### config.mk
export PLATFORM = sky130hd
export DESIGN_NAME = serial_reg_master
export DESIGN_NICKNAME = d
export VERILOG_FILES = /design/src/rtl/srm_pkg.sv /design/src/rtl/srm_half_timer.sv /design/src/rtl/srm_tx_shift.sv /design/src/rtl/srm_rx_shift.sv /design/src/rtl/serial_reg_master.sv
export SDC_FILE = /design/constraint.sdc
export NUM_CORES = 1
export LEC_CHECK = 0
export ABC_AREA = 0
export BUFFER_PORTS_ARGS = -buffer_cell sky130_fd_sc_hd__buf_2
export CELL_PAD_IN_SITES_DETAIL_PLACEMENT = 1
export CELL_PAD_IN_SITES_GLOBAL_PLACEMENT = 2
export CORE_MARGIN = 2
export CORE_UTILIZATION = 33
export DETAILED_ROUTE_END_ITERATION = 8
export HOLD_SLACK_MARGIN = 0.02
export PLACE_DENSITY_LB_ADDON = 0.1
export REMOVE_ABC_BUFFERS = 1
export SYNTH_ARGS = -nofsm -noshare
export SYNTH_HDL_FRONTEND = slang
export SYNTH_SLANG_ARGS = --single-unit
export TNS_END_PERCENT = 10
### constraint.sdc
create_clock -name clk -period 2.46 [get_ports clk]
set_input_delay 0.246 -clock clk [delete_from_list [all_inputs] [get_ports clk]]
set_output_delay 0.246 -clock clk [all_outputs]
set_load 0.05 [all_outputs]
### src/rtl/srm_pkg.sv
package srm_pkg;
  typedef enum logic [2:0] {
    ST_IDLE       = 3'd0,
    ST_SHIFT_DATA = 3'd1,
    ST_SHIFT_ADDR = 3'd2,
    ST_CMD        = 3'd3,
    ST_READ       = 3'd4,
    ST_DONE       = 3'd5
  } srm_state_t;
endpackage

### src/rtl/srm_half_timer.sv
module srm_half_timer #(
  parameter int DIV_W = 8
) (
  input  logic             clk,
  input  logic             rst,
  input  logic             run,
  input  logic [DIV_W-1:0] limit,
  output logic             tick
);
  logic [DIV_W-1:0] count;

  assign tick = run && (count == limit);

  always_ff @(posedge clk) begin
    if (rst || !run || tick) count <= '0;
    else                     count <= count + 1'b1;
  end
endmodule

### src/rtl/srm_tx_shift.sv
module srm_tx_shift #(
  parameter int W = 40
) (
  input  logic         clk,
  input  logic         rst,
  input  logic         load,
  input  logic [W-1:0] load_val,
  input  logic         shift,
  output logic         msb
);
  logic [W-1:0] sr;

  assign msb = sr[W-1];

  always_ff @(posedge clk) begin
    if (rst)        sr <= '0;
    else if (load)  sr <= load_val;
    else if (shift) sr <= {sr[W-2:0], 1'b0};
  end
endmodule

### src/rtl/srm_rx_shift.sv
module srm_rx_shift #(
  parameter int W = 32
) (
  input  logic         clk,
  input  logic         rst,
  input  logic         clear,
  input  logic         shift,
  input  logic         bit_in,
  output logic [W-1:0] value
);
  always_ff @(posedge clk) begin
    if (rst || clear) value <= '0;
    else if (shift)   value <= {value[W-2:0], bit_in};
  end
endmodule

### src/rtl/serial_reg_master.sv
module serial_reg_master
  import srm_pkg::*;
#(
  parameter int ADDR_W = 8,
  parameter int DATA_W = 32,
  parameter int DIV_W  = 8
) (
  input  logic              clk,
  input  logic              rst,
  input  logic              start,
  input  logic              wr,
  input  logic [ADDR_W-1:0] addr,
  input  logic [DATA_W-1:0] wdata,
  input  logic [DIV_W-1:0]  half_cycles,
  input  logic              sdi,
  output logic              sclk,
  output logic              sdo,
  output logic              strobe_n,
  output logic              busy,
  output logic              done,
  output logic [DATA_W-1:0] rdata
);
  localparam int FRAME_W = ADDR_W + DATA_W;
  localparam int CNT_W   = $clog2(DATA_W + 1);

  srm_state_t       st;
  logic             phase_hi;
  logic [CNT_W-1:0] bits_left;
  logic             wr_q;
  logic [DIV_W-1:0] half_q;
  logic             tick;
  logic             accept;
  logic             end_of_bit;
  logic             tx_shift;
  logic             tx_msb;
  logic             rx_shift;
  logic [DATA_W-1:0] rx_val;
  logic [FRAME_W-1:0] frame;

  assign accept     = (st == ST_IDLE) && start;
  assign end_of_bit = tick && phase_hi;
  assign busy       = (st != ST_IDLE);
  // first bit goes straight to sdo, the shifter holds the remaining bits
  assign frame      = (wr ? {wdata, addr} : {addr, {DATA_W{1'b0}}}) << 1;
  assign tx_shift   = end_of_bit &&
                      ((st == ST_SHIFT_DATA) ||
                       ((st == ST_SHIFT_ADDR) && (bits_left != '0)));
  assign rx_shift   = end_of_bit && (st == ST_READ);

  srm_half_timer #(.DIV_W(DIV_W)) u_timer (
    .clk   (clk),
    .rst   (rst),
    .run   (busy),
    .limit (half_q),
    .tick  (tick)
  );

  srm_tx_shift #(.W(FRAME_W)) u_tx (
    .clk      (clk),
    .rst      (rst),
    .load     (accept),
    .load_val (frame),
    .shift    (tx_shift),
    .msb      (tx_msb)
  );

  srm_rx_shift #(.W(DATA_W)) u_rx (
    .clk    (clk),
    .rst    (rst),
    .clear  (accept),
    .shift  (rx_shift),
    .bit_in (sdi),
    .value  (rx_val)
  );

  always_ff @(posedge clk) begin
    if (rst) begin
      st        <= ST_IDLE;
      phase_hi  <= 1'b0;
      bits_left <= '0;
      wr_q      <= 1'b0;
      half_q    <= '0;
      sclk      <= 1'b0;
      sdo       <= 1'b0;
      strobe_n  <= 1'b1;
      done      <= 1'b0;
      rdata     <= '0;
    end else begin
      done <= 1'b0;
      case (st)
        ST_IDLE: begin
          if (start) begin
            wr_q     <= wr;
            half_q   <= half_cycles;
            phase_hi <= 1'b0;
            if (wr) begin
              st        <= ST_SHIFT_DATA;
              bits_left <= CNT_W'(DATA_W - 1);
              sdo       <= wdata[DATA_W-1];
            end else begin
              st        <= ST_SHIFT_ADDR;
              bits_left <= CNT_W'(ADDR_W - 1);
              sdo       <= addr[ADDR_W-1];
            end
          end
        end
        ST_DONE: begin
          sdo  <= 1'b0;
          done <= 1'b1;
          if (!wr_q) rdata <= rx_val;
          st <= ST_IDLE;
        end
        default: begin
          if (tick && !phase_hi) begin
            phase_hi <= 1'b1;
            sclk     <= 1'b1;
          end else if (end_of_bit) begin
            phase_hi <= 1'b0;
            sclk     <= 1'b0;
            case (st)
              ST_SHIFT_DATA: begin
                sdo <= tx_msb;
                if (bits_left == '0) begin
                  st        <= ST_SHIFT_ADDR;
                  bits_left <= CNT_W'(ADDR_W - 1);
                end else begin
                  bits_left <= bits_left - 1'b1;
                end
              end
              ST_SHIFT_ADDR: begin
                if (bits_left == '0) begin
                  st       <= ST_CMD;
                  sdo      <= wr_q;
                  strobe_n <= 1'b0;
                end else begin
                  sdo       <= tx_msb;
                  bits_left <= bits_left - 1'b1;
                end
              end
              ST_CMD: begin
                strobe_n <= 1'b1;
                if (wr_q) begin
                  st <= ST_DONE;
                end else begin
                  st        <= ST_READ;
                  bits_left <= CNT_W'(DATA_W - 1);
                  sdo       <= 1'b0;
                end
              end
              ST_READ: begin
                if (bits_left == '0) st <= ST_DONE;
                else                 bits_left <= bits_left - 1'b1;
              end
              default: st <= ST_IDLE;
            endcase
          end
        end
      endcase
    end
  end
endmodule

# Word level (Yosys, flattened, before mapping)
# Index checks and enable logic that the tools add are counted.
dict set report word_totals {
  ff_bits 134
  output_inout_bits 37
  elab_cells 107
}
dict set report classes {
  n_addsub 2
  eq_ne 16
  mux 37
  bitwise_logic 4
  n_reduce_logical 35
}
# cell n
set ops {}
lappend ops {{$mux 40} 2}
lappend ops {{$mux 39} 1}
lappend ops {{$mux 6} 6}
lappend ops {{$mux 3} 6}
lappend ops {{$pmux 6 s3} 1}
lappend ops {{$mux 1} 12}
lappend ops {{$ne 4x2->1 const B} 3}
lappend ops {{$pmux 3 s4} 1}
lappend ops {{$pmux 6 s2} 1}
lappend ops {{$reduce_and 5->1} 2}
lappend ops {{$reduce_bool 3->1} 3}
lappend ops {{$add 8x1->8 const B} 1}
lappend ops {{$eq 8x8->1} 1}
lappend ops {{$reduce_bool 2->1} 4}
lappend ops {{$logic_and 1x1->1} 7}
lappend ops {{$reduce_and 7->1} 1}
lappend ops {{$eq 3x2->1 const B} 2}
lappend ops {{$eq 3x3->1 const B} 2}
lappend ops {{$logic_not 6->1} 1}
lappend ops {{$ne 3x3->1 const B} 2}
lappend ops {{$pmux 1 s2} 3}
lappend ops {{$pmux 3 s2} 1}
lappend ops {{$reduce_and 2->1} 3}
lappend ops {{$reduce_and 6->1} 1}
lappend ops {{18 further kinds} 27}

# Logic depth before layout (Yosys ltp)
# Gate-level depths: netlist of run 1.
dict set report depth {
  word_depth 6
  ltp_mapped 10
  mapped_depth_nobuf 8
}

# Modules after synthesis
# A second synthesis of run 1 with hierarchy kept.
dict set report hier_totals {
  cells_unflattened 697
  hier_area_um2 6268.5
}
# module instances cells_each area_per_inst_um2 seq_area_each_um2
set modules_own_cells {}
lappend modules_own_cells {serial_reg_master 1 366 2781.4 1101.1}
lappend modules_own_cells {srm_tx_shift 1 178 1849.3 800.8}
lappend modules_own_cells {srm_rx_shift 1 105 1156.1 640.6}
lappend modules_own_cells {srm_half_timer 1 48 481.7 160.2}

# Worst setup path after synthesis of run 1
# Ideal clock, no wire load.
dict set report synth_timing {
  kind {register to register}
  from {register bits_left[2]}
  to {register u_tx.sr[10]}
  setup_time_ps 115
  arrival_ps 2018
  required_ps 2345
  setup_slack_ps 328
  stages_incl_launch_ff 9
  n_path_buf 3
  cell_sequence {dfxtp_1 -> or3_4 -> or2_0 -> clkbuf_2 -> a311o_1 -> and2_1 -> buf_6 -> buf_6 -> o21a_1}
}
dict set report synth_via {
  elab_chain_len 5
}
# item line
set synth_lines {}
lappend synth_lines {{from (decl)} serial_reg_master.sv:28} ;# logic [CNT_W-1:0] bits_left;
lappend synth_lines {{from (signal assigned)} serial_reg_master.sv:98} ;# bits_left <= CNT_W'(DATA_W - 1);
lappend synth_lines {{from (signal assigned)} serial_reg_master.sv:102} ;# bits_left <= CNT_W'(ADDR_W - 1);
lappend synth_lines {{from (signal assigned)} serial_reg_master.sv:125} ;# bits_left <= CNT_W'(ADDR_W - 1);
lappend synth_lines {{$reduce_bool 6->1} serial_reg_master.sv:47} ;# ((st == ST_SHIFT_ADDR) && (bits_left != '0)));
lappend synth_lines {{$logic_and 1x1->1} serial_reg_master.sv:47}
lappend synth_lines {{$logic_or 1x1->1} serial_reg_master.sv:46} ;# ((st == ST_SHIFT_DATA) ||
lappend synth_lines {{$logic_and 1x1->1} serial_reg_master.sv:45} ;# assign tx_shift = end_of_bit &&
lappend synth_lines {{$reduce_bool 2->1 (no line)} --}
lappend synth_lines {{to (signal assigned)} srm_tx_shift.sv:17} ;# else if (load) sr <= load_val;
lappend synth_lines {{to (signal assigned)} srm_tx_shift.sv:18} ;# else if (shift) sr <= {sr[W-2:0], 1'b0};
lappend synth_lines {{to (decl)} srm_tx_shift.sv:11} ;# logic [W-1:0] sr;
# No other way between the ends.
# A chain may end at the register's enable or synchronous reset.

# Worst setup path after layout of run 1
dict set report layout_timing {
  from {register u_timer.count[4]}
  to {register u_tx.sr[8]}
}
dict set report layout_via {
  elab_chain_len 5
}
# item line
set layout_lines {}
lappend layout_lines {{from (decl)} srm_half_timer.sv:10} ;# logic [DIV_W-1:0] count;
lappend layout_lines {{from (signal assigned)} srm_half_timer.sv:16} ;# else count <= count + 1'b1;
lappend layout_lines {{$eq 8x8->1} srm_half_timer.sv:12} ;# assign tick = run && (count == limit);
lappend layout_lines {{$logic_and 1x1->1} srm_half_timer.sv:12}
lappend layout_lines {{$logic_and 1x1->1} serial_reg_master.sv:41} ;# assign end_of_bit = tick && phase_hi;
lappend layout_lines {{$logic_and 1x1->1} serial_reg_master.sv:45}
lappend layout_lines {{$reduce_bool 2->1 (no line)} --}
# No other way between the ends.

==> results of run 1 <==
worst min path at each step:
stage                                 startpoint                         end  depth (start not counted)
final                                        sdi  u_rx.value[0]$_SDFFE_PP0P_                          3
after global routing                         sdi  u_rx.value[0]$_SDFFE_PP0P_                          3
after CTS                                    sdi  u_rx.value[0]$_SDFFE_PP0P_                          3
after detailed placement  rdata[10]$_SDFFE_PP0P_      rdata[10]$_SDFFE_PP0P_                          2
after global placement    rdata[20]$_SDFFE_PP0P_      rdata[20]$_SDFFE_PP0P_                          2
after floorplan                              rst   bits_left[3]$_SDFFE_PP0P_                          1
power breakdown:
group / total (mW) / switching (mW) / internal, mW
Clock: 2.67 / 0.980 / 1.69
Combinational: 1.43 / 0.864 / 0.564
Sequential: 2.51 / 0.138 / 2.37
Total: 6.61 / 1.98 / 4.62
kinds of logic (layout without fill, tap and decap cells):
logic type / count (synthesis) / count (layout) / share of synthesized area (%)
buffers and inverters: 71 / 155 / 5.262
AND/OR/NAND/NOR: 282 / 282 / 21.50
flip-flops: 134 / 134 / 45.86
multiplexers: 9 / 9 / 1.540
AO/OA/AOI/OAI: 226 / 226 / 22.48
XOR/XNOR: 17 / 17 / 2.545
adder cells (fa/ha/maj): 4 / 4 / 0.8129
worst reg2reg max path, stage by stage (launching register included):
cell and delay (ns):
dfxtp_1 0.39, xor2_1 0.32, nor4_2 0.11, buf_4 0.15, and3_1 0.22, a311o_1 0.39, and2_1 0.20, buf_12 0.18
a211oi_1 0.25
layout by cell type (no fill, tap or decap), types with 2 or more instances in the layout:
cell / n
clkinvlp_4: 2
xor2_1: 11
a21oi_1: 128
a211oi_1: 10
nor3_1: 6
nor2_1: 24
o2bb2ai_1: 2
buf_2: 89
o221a_2: 2
buf_12: 7
a31oi_1: 24
nand2_1: 172
clkbuf_16: 17
nand2b_1: 3
or2_2: 2
and2_1: 3
nor4_2: 2
xnor2_1: 6
clkinv_2: 3
nor2b_1: 4
ha_1: 3
o21a_1: 24
bufinv_16: 4
o211ai_1: 2
inv_1: 8
o22ai_1: 2
nand3_1: 10
buf_4: 19
dfxtp_1: 134
mux2i_1: 9
nand4_1: 10
inv_6: 2
clkbuf_1: 2
o21ai_0: 21
and3_1: 37
metrics by stage:
step,TNS (ns),instance area [um2],utilization (%),power (mW),std cells
6_report,0,7221,41.75,6.606,1052
2_1_floorplan,-71.22,5575,-,3.394,681
3_5_place_dp,0,6599,38.15,3.973,1021
5_1_grt,0,7221,41.75,6.950,1052
3_3_place_gp,0,6599,38.15,3.921,1021
4_1_cts,0,7208,41.67,6.678,1052
routing by layer:
layer	GRT usage [%]	vias up	wire (um)
li1	-	2722	-
met1	22.83	2619	7614
met2	31.51	112	8042
met3	3.926	26	640
met4	7.961	0	364
met5	0	-	0
synth_stat cells, drive strengths merged (3+ instances only):
| library cell | number |
|---|---|
| nor2b | 4 |
| ha | 3 |
| nand2b | 3 |
| xor2 | 11 |
| nor4 | 3 |
| nand3 | 10 |
| inv | 8 |
| a31oi | 24 |
| buf | 7 |
| a211oi | 10 |
| and2 | 3 |
| dfxtp | 134 |
| mux2i | 9 |
| nor2 | 25 |
| o21a | 24 |
| and3 | 37 |
| clkbuf | 55 |
| nor3 | 6 |
| o21ai | 21 |
| a21oi | 129 |
| nand4 | 10 |
| xnor2 | 6 |
| or2 | 3 |
| nand2 | 173 |
sequential cells by signal, summed over array words and instances, names as in the netlist:
| register | count |
|---|---|
| u_tx.sr | 39 |
| wr_q | 1 |
| sclk | 1 |
| u_timer.count | 8 |
| u_rx.value | 32 |
| bits_left | 6 |
| st | 3 |
| rdata | 32 |
| sdo | 1 |
| strobe_n | 1 |
| phase_hi | 1 |
| done | 1 |
| half_q | 8 |
layout make-up:
type	count	share of cell area, %
clock inverters	12	2.443
multi-input cells	538	39.96
flip-flops and latches	134	37.15
inverters	9	0.4679
well taps	225	3.899
repair buffers	115	10.08
clock buffers	19	5.995
==> out/metrics.csv, run 1 <==
metric,value,unit
Max VDD drop,0.0004898,V
syn avg cell area,7.873,um2
Total GRT Usage,18.63,%
register area share after synthesis,45.86,%
minimum clock period,2.297,ns
Synth async-reset ratio,0,%
CTS tree,built,
Post-synth EDFFs,0,
Die Ht,137.1,um
largest net degree at the start of global routing,84,
CP Cell Sequence,xor2_1 -> nor4_2 -> buf_4 -> and3_1 -> a311o_1 -> and2_1 -> buf_12 -> a211oi_1,
final setup violation count,0,
CTS H-Tree Depth,4,
Die Wd,137.1,um
Lkg Pwr,2.866,nW
end of the critical path,u_tx.sr[8]$_SDFFE_PP0P_,
final net count,871,
"CTS clk-pin slew, worst paths",0.06,ns
Synth Instances,743,
r2r setup slk,0.16,ns
starting density of the core,33.82,%
n_diodes,0,
critical path's slowest cell,dfxtp_1,
Area Overhead vs Synth,23.44,%
Post-DRT Antenna Nets,0,
GR Overflow Total,0,
clock sinks,134,
Routed WL per cell,15.84,um
"slowest stage delay, CP",0.39,ns
Site Rows,48,
# IOs,90,
setup ws final,0.1632,ns
IO Port Bufs,89,
Max Cap Viol,0,
Layout fillers,2066,
Initial DRT Pass Iterations,4,
DR iter-0 viols,251,
Multi-input gate area,2885,um2
post-placement setup slack,0.2149,ns
Slew HR,59.81,%
"Data required, critical path",2.78,ns
CP max FO,38,
post-DP HPWL,10.67,mm
TritonCTS buffer count,17,
overall routed net length,16.66,mm
PostCTS Resize Cnt,0,
max-slew violation count,0,
routed via count,5479,
min-delay worst type,in -> reg,
share of layout cells above drive strength 1,18.86,%
Post-CTS Setup Inserts,0,
startpoint types,flop,
Fin. Hold Viols,0,
kind of critical path,reg -> reg,
Post-synth top flop,dfxtp_1,
run status,"complete, no violations",
Die Area,18810,um2
hold_buf cts,0,
drt drc,0,
number of global-route vias before repair,5554,
r2r worst-path depth,8,
Yosys top cell area share,45.86,%
Synth Register Bits,134,
CP endpoint kind,flop,
Final Cycle Share,93.37,%
Synth area leaders,"dfxtp_1 (46%), nand2_1 (11%), a21oi_1 (11%)",
worst-case clock buffer depth,2,
Worst R2R Start,u_timer.count[4]$_SDFF_PP0_,
Reg area,2683,um2
Worst Path Arrival,2.62,ns
Setup Skew,0.009860,ns
FMAX,0.4354,GHz
global-route wire length before repair,27.74,mm
cell taking the most area after synthesis,dfxtp_1,
unrepaired setup endpoints after global routing,false,
worst path buffer plus inverter count,2,
"Warnings, synthesis",0,
reg2reg end,u_tx.sr[8]$_SDFFE_PP0P_,
final RePlAce weighted congestion,0.8150,
vias per cell,5.208,
Skew-Pair Late Insertion Delay,0.42,ns
Worst Setup SP,u_timer.count[4]$_SDFF_PP0_,
clock root buffer,clkbuf_16,
"CP delay by family, top",compound AO/OA/AOI/OAI gates,
instance count on the critical path,8,
Yosys cell types,47,
Core Box Area,17300,um2
Min Hold Slack,0.08067,ns
Least-Margin Pin Slew,0.6028,ns
Post-Syn Area,5849,um2
Power Dens Cells,914.9,nW/um2
initial antenna violation count,0,
Power figures use the tool's default switching activity.
==> run 2, diff against run 1 <==
--- a/config.mk
+++ b/config.mk
@@ -9,7 +9,6 @@
 export BUFFER_PORTS_ARGS = -buffer_cell sky130_fd_sc_hd__buf_2
 export CELL_PAD_IN_SITES_DETAIL_PLACEMENT = 1
 export CELL_PAD_IN_SITES_GLOBAL_PLACEMENT = 2
-export CORE_MARGIN = 2
 export CORE_UTILIZATION = 33
 export DETAILED_ROUTE_END_ITERATION = 8
 export HOLD_SLACK_MARGIN = 0.02
==> run 2 against run 1 <==
Against the previous run:
- clock-buffer cell count is the same
- register-to-register slack improved by 0.02 ns
- utilization fell by 0.23 points
- critical path depth shrank 2
- die area fell by 2.9%
- maximum frequency rose by 0.97%
- routed wire length fell by 1.0%
- worst hold slack got worse by 0.011 ns
- cell count fell by 0.19%
- global-route usage rose by 0.42 points
==> out/metrics.csv, run 2 (synthesis results as in run 1) <==
metric,value,unit,change
run status,"complete, no violations",,unchanged
"Data required, critical path",2.77,ns,was 2.78 ns
Die Ht,135.1,um,was 137.1 um
Reg area,2683,um2,unchanged
Post-DRT Antenna Nets,0,,unchanged
routed via count,5502,,"was 5,479"
Pint,4.481,mW,was 4.625 mW
Site Rows,48,,unchanged
final setup violation count,0,,unchanged
min-delay src,half_cycles[4],,was sdi
Setup Skew,0.008570,ns,was 0.009860 ns
PostCTS Resize Cnt,0,,unchanged
initial antenna violation count,0,,unchanged
final RePlAce weighted congestion,0.8133,,was 0.8150
Flop pwr share,38.7,%,was 38.0%
Net Sw Power,2.006,mW,was 1.982 mW
minimum clock period,2.275,ns,was 2.297 ns
Lkg Pwr,2.844,nW,was 2.866 nW
kind of critical path,reg -> reg,,unchanged
design area,7181,um2,was 7221 um2
Area Overhead vs Synth,22.76,%,was 23.44%
Skew-Pair Late Insertion Delay,0.42,ns,about the same
Max Cap Viol,0,,unchanged
Die Area,18260,um2,"was 18,810 um2"
largest net degree at the start of global routing,57,,was 84
Slew HR,45.10,%,was 59.81%
DP Area,6576,um2,was 6599 um2
min-delay worst type,in -> reg,,unchanged
Post-CTS Setup Inserts,0,,unchanged
largest registers,"u_tx.sr (39), rdata (32), u_rx.value (32)",,unchanged
Layout fillers,2095,,"was 2,066"
# IOs,90,,unchanged
Fin. Hold Viols,0,,unchanged
unrepaired setup endpoints after global routing,false,,unchanged
drt drc,0,,unchanged
TritonCTS buffer count,17,,unchanged
Net Sw Frac,30.92,%,was 30.00%
n_diodes,0,,unchanged
FMAX,0.4396,GHz,was 0.4354 GHz
post-DP HPWL,10.83,mm,was 10.67 mm
Pwr Total,6.487,mW,was 6.606 mW
clock root buffer,clkbuf_16,,unchanged
vias per cell,5.240,,was 5.208
hold_buf cts,0,,unchanged
number of global-route vias before repair,5708,,"was 5,554"
Die Wd,135.1,um,was 137.1 um
Comb power frac,21.8,%,was 21.6%
most frequent cells in the layout,"nand2_1 (172), dfxtp_1 (134), a21oi_1 (128)",,unchanged
share of layout cells above drive strength 1,18.79,%,was 18.86%
CTS H-Tree Depth,4,,unchanged
max-slew violation count,0,,unchanged
Worst Path Arrival,2.58,ns,was 2.62 ns
Core Box Area,17300,um2,unchanged
Worst Setup SP,bits_left[2]$_SDFFE_PP0P_,,was u_timer.count[4]$_SDFF_PP0_
Final Cycle Share,92.47,%,was 93.37%
global-route wire length before repair,27.79,mm,was 27.74 mm
Max VDD drop,0.0004815,V,was 0.0004898 V
Worst R2R Start,bits_left[2]$_SDFFE_PP0P_,,was u_timer.count[4]$_SDFF_PP0_
GR Overflow Total,0,,unchanged
final net count,868,,was 871
Power Dens Cells,903.4,nW/um2,was 914.9 nW/um2
max reg flops,39,,unchanged
Routed WL per cell,15.71,um,was 15.84 um
"most common cell after layout, fill and taps aside",nand2_1,,unchanged
starting density of the core,33.82,%,unchanged
startpoint types,flop,,unchanged
"CTS clk-pin slew, worst paths",0.06,ns,about the same
clock network power share,39.5,%,was 40.4%
CP max FO,11,,was 38
clock sinks,134,,unchanged
Least-Margin Pin Slew,0.8235,ns,was 0.6028 ns
Total GRT Usage,19.05,%,was 18.63%
final core occ,41.51,%,was 41.75%
Multi-input gate area,2879,um2,was 2885 um2
IO Port Bufs,89,,unchanged
worst-case clock buffer depth,2,,unchanged
Initial DRT Pass Iterations,4,,unchanged
Reg with most FFs,u_tx.sr,,unchanged
CTS tree,built,,unchanged
DR iter-0 viols,353,,was 251
CP endpoint kind,flop,,unchanged
overall routed net length,16.49,mm,was 16.66 mm
==> run 2: cell count changes in the layout (fill, tap and decap cells not counted) <==
cell and change:
buf_4 -3, bufinv_16 -2, nor4_2 -1, inv_6 +1
clkbuf_8 +2, nor4_1 +1, clkinv_2 -1, clkinv_4 +2
clkinvlp_4 +1, clkbuf_1 -2
==> run 2: worst paths after layout <==
path         depth (start not counted)                        end  slack (ns)
max                                  6  bits_left[2]$_SDFFE_PP0P_        0.19
min reg2reg                          2     rdata[24]$_SDFFE_PP0P_        0.45
max reg2reg                          6  bits_left[2]$_SDFFE_PP0P_        0.19
min                                  3     half_q[4]$_SDFFE_PP0P_        0.07
==> run 2: metal layers <==
metal,global-route usage (%),part of all wire [%],vias to the layer above
met3,3.741,3.5,24
li1,-,-,2711
met1,23.08,47,2656
met4,7.303,1.6,0
met2,33.11,48,111
met5,0,0,-
==> run 2: critical path: stages (launching register included) <==
cell	delay [ns]
dfxtp_1	0.35
or3_4	0.42
o21ai_0	0.25
a21oi_1	0.10
o2bb2ai_1	0.66
nor2_1	0.12
o221a_2	0.27
==> run 2: power by group through the flow <==
stage	registers, mW	clock network [mW]	logic (mW)
floorplan	2.55	0	0.841
global placement	2.54	0	1.37
detailed placement	2.55	0	1.42
CTS	2.51	2.63	1.42
global route	2.54	2.72	1.58
finish	2.51	2.56	1.42
==> run 2: metrics by stage <==
step	worst slack, ns	hold slack (ns)	TNS, ns	std cells
after detailed placement	0.1914	0.4477	0	1018
after global routing	0.01168	0.06979	0	1050
after CTS	0.1760	0.05613	0	1050
after global placement	0.2836	0.4402	0	1018
after floorplan	-1.202	0.3151	-71.22	681
final	0.1854	0.06966	0	1050
==> run 2: cell type report <==
cell class,instances,area share [%]
inverters,9,0.4705
well taps,225,3.921
repair buffers,112,9.827
multi-input cells,538,40.09
flip-flops and latches,134,37.36
clock inverters,13,2.021
clock buffers,19,6.308
